--- src/rtl/qf_pkg.sv ---
package qf_pkg;
  typedef enum logic [1:0] {QF_IDLE, QF_ISSUE, QF_WAIT} qf_state_e;
  localparam int unsigned PKT_SHIFT = 6;
endpackage

--- src/rtl/qf_chunk_calc.sv ---
module qf_chunk_calc #(
  parameter int unsigned IDXW   = 16,
  parameter int unsigned LDEPTH = 16,
  parameter int unsigned LG2W   = 4,
  localparam int unsigned LW    = $clog2(LDEPTH),
  localparam int unsigned CW    = $clog2(LDEPTH + 1)
) (
  input  logic [IDXW-1:0] h_pos_i,
  input  logic [LG2W-1:0] h_lg2_i,
  input  logic [LW-1:0]   l_pos_i,
  input  logic [IDXW-1:0] h_left_i,
  input  logic [CW-1:0]   g_left_i,
  output logic [CW-1:0]   cnt_o
);
  localparam int unsigned NLIM = 4;
  logic [IDXW:0] lim [NLIM];
  logic [IDXW:0] best [NLIM];

  assign lim[0] = ((IDXW+1)'(1) << h_lg2_i) - {1'b0, h_pos_i};
  assign lim[1] = (IDXW+1)'(LDEPTH) - (IDXW+1)'(l_pos_i);
  assign lim[2] = {1'b0, h_left_i};
  assign lim[3] = (IDXW+1)'(g_left_i);

  assign best[0] = lim[0];
  for (genvar i = 1; i < NLIM; i++) begin : g_min
    assign best[i] = (lim[i] < best[i-1]) ? lim[i] : best[i-1];
  end

  assign cnt_o = CW'(best[NLIM-1]);
endmodule

--- src/rtl/qf_series_ctr.sv ---
module qf_series_ctr #(
  parameter int unsigned CW = 5
) (
  input  logic          clk_i,
  input  logic          rst_ni,
  input  logic          load_i,
  input  logic [CW-1:0] load_val_i,
  input  logic          dec_i,
  input  logic [CW-1:0] dec_cnt_i,
  output logic [CW-1:0] left_o
);
  always_ff @(posedge clk_i or negedge rst_ni) begin
    if (!rst_ni)     left_o <= '0;
    else if (load_i) left_o <= load_val_i;
    else if (dec_i)  left_o <= left_o - dec_cnt_i;
  end
endmodule

--- src/rtl/qfetch_seq.sv ---
module qfetch_seq
  import qf_pkg::*;
#(
  parameter int unsigned AW     = 32,
  parameter int unsigned IDXW   = 16,
  parameter int unsigned LDEPTH = 16,
  parameter int unsigned LG2W   = 4,
  localparam int unsigned LW    = $clog2(LDEPTH),
  localparam int unsigned CW    = $clog2(LDEPTH + 1),
  localparam int unsigned BW    = CW + PKT_SHIFT
) (
  input  logic            clk_i,
  input  logic            rst_ni,
  input  logic [AW-1:0]   q_base_i,
  input  logic [LG2W-1:0] q_size_lg2_i,
  input  logic [IDXW-1:0] q_wr_idx_i,
  output logic [IDXW-1:0] q_rd_idx_o,
  output logic            alloc_req_o,
  output logic [IDXW-1:0] alloc_num_o,
  input  logic [CW-1:0]   alloc_gnt_i,
  input  logic [LW-1:0]   alloc_wr_pos_i,
  output logic            dma_valid_o,
  input  logic            dma_ready_i,
  output logic [AW-1:0]   dma_addr_o,
  output logic [BW-1:0]   dma_len_o,
  output logic [LW-1:0]   dma_slot_o,
  output logic [CW-1:0]   dma_cnt_o,
  input  logic            dma_done_i,
  input  logic [CW-1:0]   dma_done_cnt_i,
  input  logic            slot_retire_i,
  output logic            stall_o,
  output logic            busy_o,
  output logic            proc_req_o
);
  qf_state_e       state_q;
  logic [IDXW-1:0] rd_q, hpos_q, h_left_q, pending, h_mask;
  logic [LW-1:0]   lpos_q;
  logic [CW-1:0]   g_left_q, chunk_cnt, ser_left;
  logic            stall_q, retry_q, proc_q, attempt, gnt_nz;

  assign pending = q_wr_idx_i - rd_q;
  assign h_mask  = (IDXW'(1) << q_size_lg2_i) - IDXW'(1);
  assign gnt_nz  = (alloc_gnt_i != '0);
  // retry only after a retirement once stalled
  assign attempt = (state_q == QF_IDLE) && (pending != '0) &&
                   (!stall_q || retry_q || slot_retire_i);

  qf_chunk_calc #(.IDXW(IDXW), .LDEPTH(LDEPTH), .LG2W(LG2W)) u_chunk (
    .h_pos_i (hpos_q),
    .h_lg2_i (q_size_lg2_i),
    .l_pos_i (lpos_q),
    .h_left_i(h_left_q),
    .g_left_i(g_left_q),
    .cnt_o   (chunk_cnt)
  );

  qf_series_ctr #(.CW(CW)) u_ctr (
    .clk_i     (clk_i),
    .rst_ni    (rst_ni),
    .load_i    (attempt && gnt_nz),
    .load_val_i(alloc_gnt_i),
    .dec_i     (dma_done_i),
    .dec_cnt_i (dma_done_cnt_i),
    .left_o    (ser_left)
  );

  always_ff @(posedge clk_i or negedge rst_ni) begin
    if (!rst_ni) begin
      state_q  <= QF_IDLE;
      rd_q     <= '0;
      hpos_q   <= '0;
      lpos_q   <= '0;
      g_left_q <= '0;
      h_left_q <= '0;
      stall_q  <= 1'b0;
      retry_q  <= 1'b0;
      proc_q   <= 1'b0;
    end else begin
      proc_q <= 1'b0;
      if (attempt)            retry_q <= 1'b0;
      else if (slot_retire_i) retry_q <= 1'b1;
      unique case (state_q)
        QF_IDLE: begin
          if (attempt) begin
            if (!gnt_nz) begin
              stall_q <= 1'b1;
            end else begin
              stall_q  <= 1'b0;
              rd_q     <= rd_q + IDXW'(alloc_gnt_i);
              hpos_q   <= rd_q & h_mask;
              lpos_q   <= alloc_wr_pos_i - LW'(alloc_gnt_i);
              g_left_q <= alloc_gnt_i;
              h_left_q <= pending;
              state_q  <= QF_ISSUE;
            end
          end
        end
        QF_ISSUE: begin
          if (dma_ready_i) begin
            hpos_q   <= (hpos_q + IDXW'(chunk_cnt)) & h_mask;
            lpos_q   <= lpos_q + LW'(chunk_cnt);
            g_left_q <= g_left_q - chunk_cnt;
            h_left_q <= h_left_q - IDXW'(chunk_cnt);
            if (g_left_q == chunk_cnt) begin
              state_q <= QF_WAIT;
              if (h_left_q != IDXW'(chunk_cnt)) stall_q <= 1'b1;
            end
          end
        end
        QF_WAIT: begin
          if (ser_left == '0 || (dma_done_i && ser_left == dma_done_cnt_i)) begin
            state_q <= QF_IDLE;
            proc_q  <= 1'b1;
          end
        end
        default: state_q <= QF_IDLE;
      endcase
    end
  end

  assign q_rd_idx_o  = rd_q;
  assign alloc_req_o = attempt;
  assign alloc_num_o = pending;
  assign dma_valid_o = (state_q == QF_ISSUE);
  assign dma_addr_o  = q_base_i + (AW'(hpos_q) << PKT_SHIFT);
  assign dma_len_o   = BW'(chunk_cnt) << PKT_SHIFT;
  assign dma_slot_o  = lpos_q;
  assign dma_cnt_o   = chunk_cnt;
  assign stall_o     = stall_q;
  assign busy_o      = (state_q != QF_IDLE);
  assign proc_req_o  = proc_q;
endmodule

--- config.mk ---
export PLATFORM = sky130hd
export DESIGN_NAME = qfetch_seq
export DESIGN_NICKNAME = d
export VERILOG_FILES = /design/src/rtl/qf_pkg.sv /design/src/rtl/qf_chunk_calc.sv /design/src/rtl/qf_series_ctr.sv /design/src/rtl/qfetch_seq.sv
export SDC_FILE = /design/constraint.sdc
export NUM_CORES = 1
export LEC_CHECK = 0
export BUFFER_PORTS_ARGS = -buffer_cell sky130_fd_sc_hd__buf_2
export CAP_MARGIN = 15
export CORE_UTILIZATION = 53
export DETAILED_ROUTE_END_ITERATION = 8
export GPL_TIMING_DRIVEN = 0
export PLACE_DENSITY = 0.82
export SYNTH_ARGS = -nofsm -noshare
export SYNTH_HDL_FRONTEND = slang
export SYNTH_SLANG_ARGS = --single-unit
--- constraint.sdc ---
create_clock -name clk_i -period 15.5 [get_ports clk_i]
set_input_delay 3.875 -clock clk_i [delete_from_list [all_inputs] [get_ports clk_i]]
set_output_delay 3.875 -clock clk_i [all_outputs]
set_load 0.1 [all_outputs]
==> impl_results.md <==
- Status: finished, final reports clean
- Initial antenna violation count: 0
- Max-Slew Margin vs Limit: 0.253
- TNS Setup: 0 ns
- HPWL Detailed: 21.0 mm
- Arrival @ worst endpoint: 11.29 ns
- DRC viols: 0
- Most common cell on crit path: ha_1
- Via-per-instance ratio: 6.09
- Avg Cell Area, Syn: 7.61 um2
- Area delta synth->final: 18.6%
- Vias in the first global route: 8585
- Overall Global Routing Usage: 0.317
- Synth Register Bits: 67
- First-pass GRT wire length: 42.1 mm
- Clock sink count: 67
- Final Skew: 0.0107 ns
- Placed Area: 9850 um2
- Rows: 46
- Routability Congestion: 0.931
- Total Wirelength: 26.8 mm
- Register area: 1680 um2
- Slew Limit Fails: 0
- Async S/R FF share, synth: 1.00
- Top-level port count: 160
- CTS buffer count: 9
- Share of cells above drive strength 1: 0.186
- Setup CP Type: input pin to output pin
- Worst Setup SP: q_size_lg2_i[2]
- Core Region: 16000 um2
- Warnings, synthesis: 0
- Die span in x: 130 um
- Post-synth top flop: dfrtp_1
- Worst r2r src: hpos_q[1]$_DFFE_PN0P_
- Avg WL per Cell: 17.3 um
- Fin nets: 1494
- Post-route ant nets: 0
- Final min period: 15.17 ns
- Starting Density: 0.547
- Final Instance Area: 10400 um2
- Initial DRC Count: 856
- Fin crit share: 0.979
- CTS clock-pin slew for the worst setup and hold paths: 0.05 ns
- Number of flops mapped to enable cells by yosys: 0
- Clock Path Buffers: 2
- Die ar.: 17000 um2
- Setup crit start kind: input pin
- Skew-Pair Late Insertion Delay: 0.34 ns
- TritonCTS clock tree: done
- FMAX: 65.9 MHz
- Multi-input gate area: 6520 um2
- Hold path startpoint: retry_q$_DFFE_PN0P_
- DRT Pass-1 Iters: 6
- Hold Fails Final Rpt: 0
- Vias: 9434
- Seq/Total Area, Yosys: 0.192
- CTS root buf: clkbuf_16
- CP required: 11.62 ns
- Distinct cells, synth: 81
- Hold Path Class: flop to flop
- Critical Path Sink Type: output pin
- Maxcap violations: 0
- Gr ovfl total: 0
- Port Buf Inserts: 146
- Worst slew pin tran: 1.11 ns
- H-tree depth: 3
- Die height: 130 um
- Ant diodes: 0
- Crit-path max FO: 16
- Critical Path Max Stage Delay: 0.56 ns
- Largest net degree at the start of global routing: 68
- Mapped Area: 8750 um2
- Crit-path slowest cell: or4_1
- Synth Instances: 1150
- Final setup fails: 0
- Filler instances: 1414
-- per-layer routing --
metal,track usage,up-vias,part of all wire
met5,0,-,0
met4,0.119,0,0.034
met3,0.0554,80,0.084
met2,0.548,494,0.47
met1,0.395,4393,0.41
li1,-,4467,-
-- path summary, 6_finish.rpt --
path | endpoint | slack, ns | depth (start not counted)
min in group asynchronous | g_left_q[2]$_DFFE_PN0P_ | 3.63 | 1
max in group asynchronous | u_ctr.left_o[2]$_DFFE_PN0P_ | 11.24 | 1
hold reg to reg | retry_q$_DFFE_PN0P_ | 0.50 | 2
setup / recovery | dma_len_o[8] | 0.33 | 39
hold / removal | retry_q$_DFFE_PN0P_ | 0.50 | 2
setup reg to reg | hpos_q[14]$_DFFE_PN0P_ | 6.03 | 47
-- worst max-delay path, delay by kind of cell --
kind,cells,cell delay [ns]
and+or+nand+nor,7,1.53
xor gates and xnor gates,1,0.20
buffers and inverters,10,1.44
muxes,3,0.90
adders and majority gates,4,1.09
AOI/OAI and AO/OA,14,2.23
-- cell families (layout without fill, tap and decap cells) --
logic type / count (synthesis) / after routing / synth area share
flops: 67 / 67 / 0.192
other cells: 2 / 17 / 0.000858
simple gates: 350 / 350 / 0.200
mux: 22 / 22 / 0.0290
fa+ha+maj: 104 / 104 / 0.153
xor+xnor: 75 / 75 / 0.0751
buf+inv: 180 / 347 / 0.0858
compound gates: 350 / 350 / 0.265
-- repair_timing --
action,CTS,global route
pin swaps,2,4
hold endpoints to repair,0,0
cloned,0,0
setup endpoints to repair,10,10
buffers inserted,3,6
hold buffers,0,0
gates resized for setup,24,28
-- per-stage QoR --
step,util,hold slack [ns],instances,worst slack [ns]
final,0.648,0.505,1548,0.331
after global routing,0.648,0.537,1548,-0.0186
after CTS,0.641,0.512,1542,0.00671
after detailed placement,0.616,0.500,1527,-0.960
after global placement,0.616,0.467,1527,-0.823
after floorplan,-,0.446,1165,0.0173
-- area by class of cell --
cell class,count,area share
Tap cell,216,0.0260
Clock inverter,1,0.00289
Multi-Input combinational cell,918,0.628
Sequential cell,67,0.162
Clock buffer,15,0.0268
Inverter,112,0.0409
Timing Repair Buffer,155,0.0796
Buffer,64,0.0340
-- flip-flops by register name, summed over array words and instances (netlist names) --
signal	count
h_left_q	16
hpos_q	16
q_rd_idx_o	16
g_left_q	5
u_ctr.left_o	5
dma_slot_o	4
state_q	2
proc_req_o	1
retry_q	1
stall_o	1
-- cell usage in the layout, fill, tap and decap left out, types with 39 or more instances in the layout --
cell / count
o21ai_0: 74
a21oi_1: 84
ha_1: 89
clkbuf_1: 39
buf_2: 140
inv_1: 111
nor2_1: 77
dfrtp_1: 67
xnor2_1: 56
nand2_1: 98
-- cell usage after synthesis, types with 6 or more instances --
cell / count / area share
nor3_1: 34 / 0.019
xnor2_1: 59 / 0.059
a211oi_1: 10 / 0.0086
nand2b_1: 16 / 0.011
dfrtp_1: 67 / 0.19
fa_1: 7 / 0.016
o31ai_1: 17 / 0.015
nand3_1: 30 / 0.017
o2111ai_1: 6 / 0.0060
and3_1: 16 / 0.011
maj3_1: 6 / 0.0069
a21o_1: 22 / 0.019
clkbuf_1: 43 / 0.018
o22ai_1: 11 / 0.0079
xor2_1: 16 / 0.016
ha_1: 89 / 0.13
a31oi_1: 17 / 0.012
nand2_1: 98 / 0.042
mux2i_1: 11 / 0.013
or4_1: 7 / 0.0060
a31o_2: 6 / 0.0060
a21oi_1: 86 / 0.049
mux2_2: 7 / 0.0090
o21a_1: 12 / 0.010
o211ai_1: 16 / 0.014
nor2b_1: 11 / 0.0079
nor2_1: 79 / 0.034
or3_1: 11 / 0.0079
o21ai_0: 79 / 0.045
nor4_1: 13 / 0.0093
inv_1: 112 / 0.048
a21boi_0: 9 / 0.0077
buf_4: 17 / 0.015
nor3b_1: 7 / 0.0060
and2_1: 10 / 0.0072
Power is left out: the tool's default activity adds up to more than one toggle a clock period on the data nets, which glitch-free logic cannot reach.
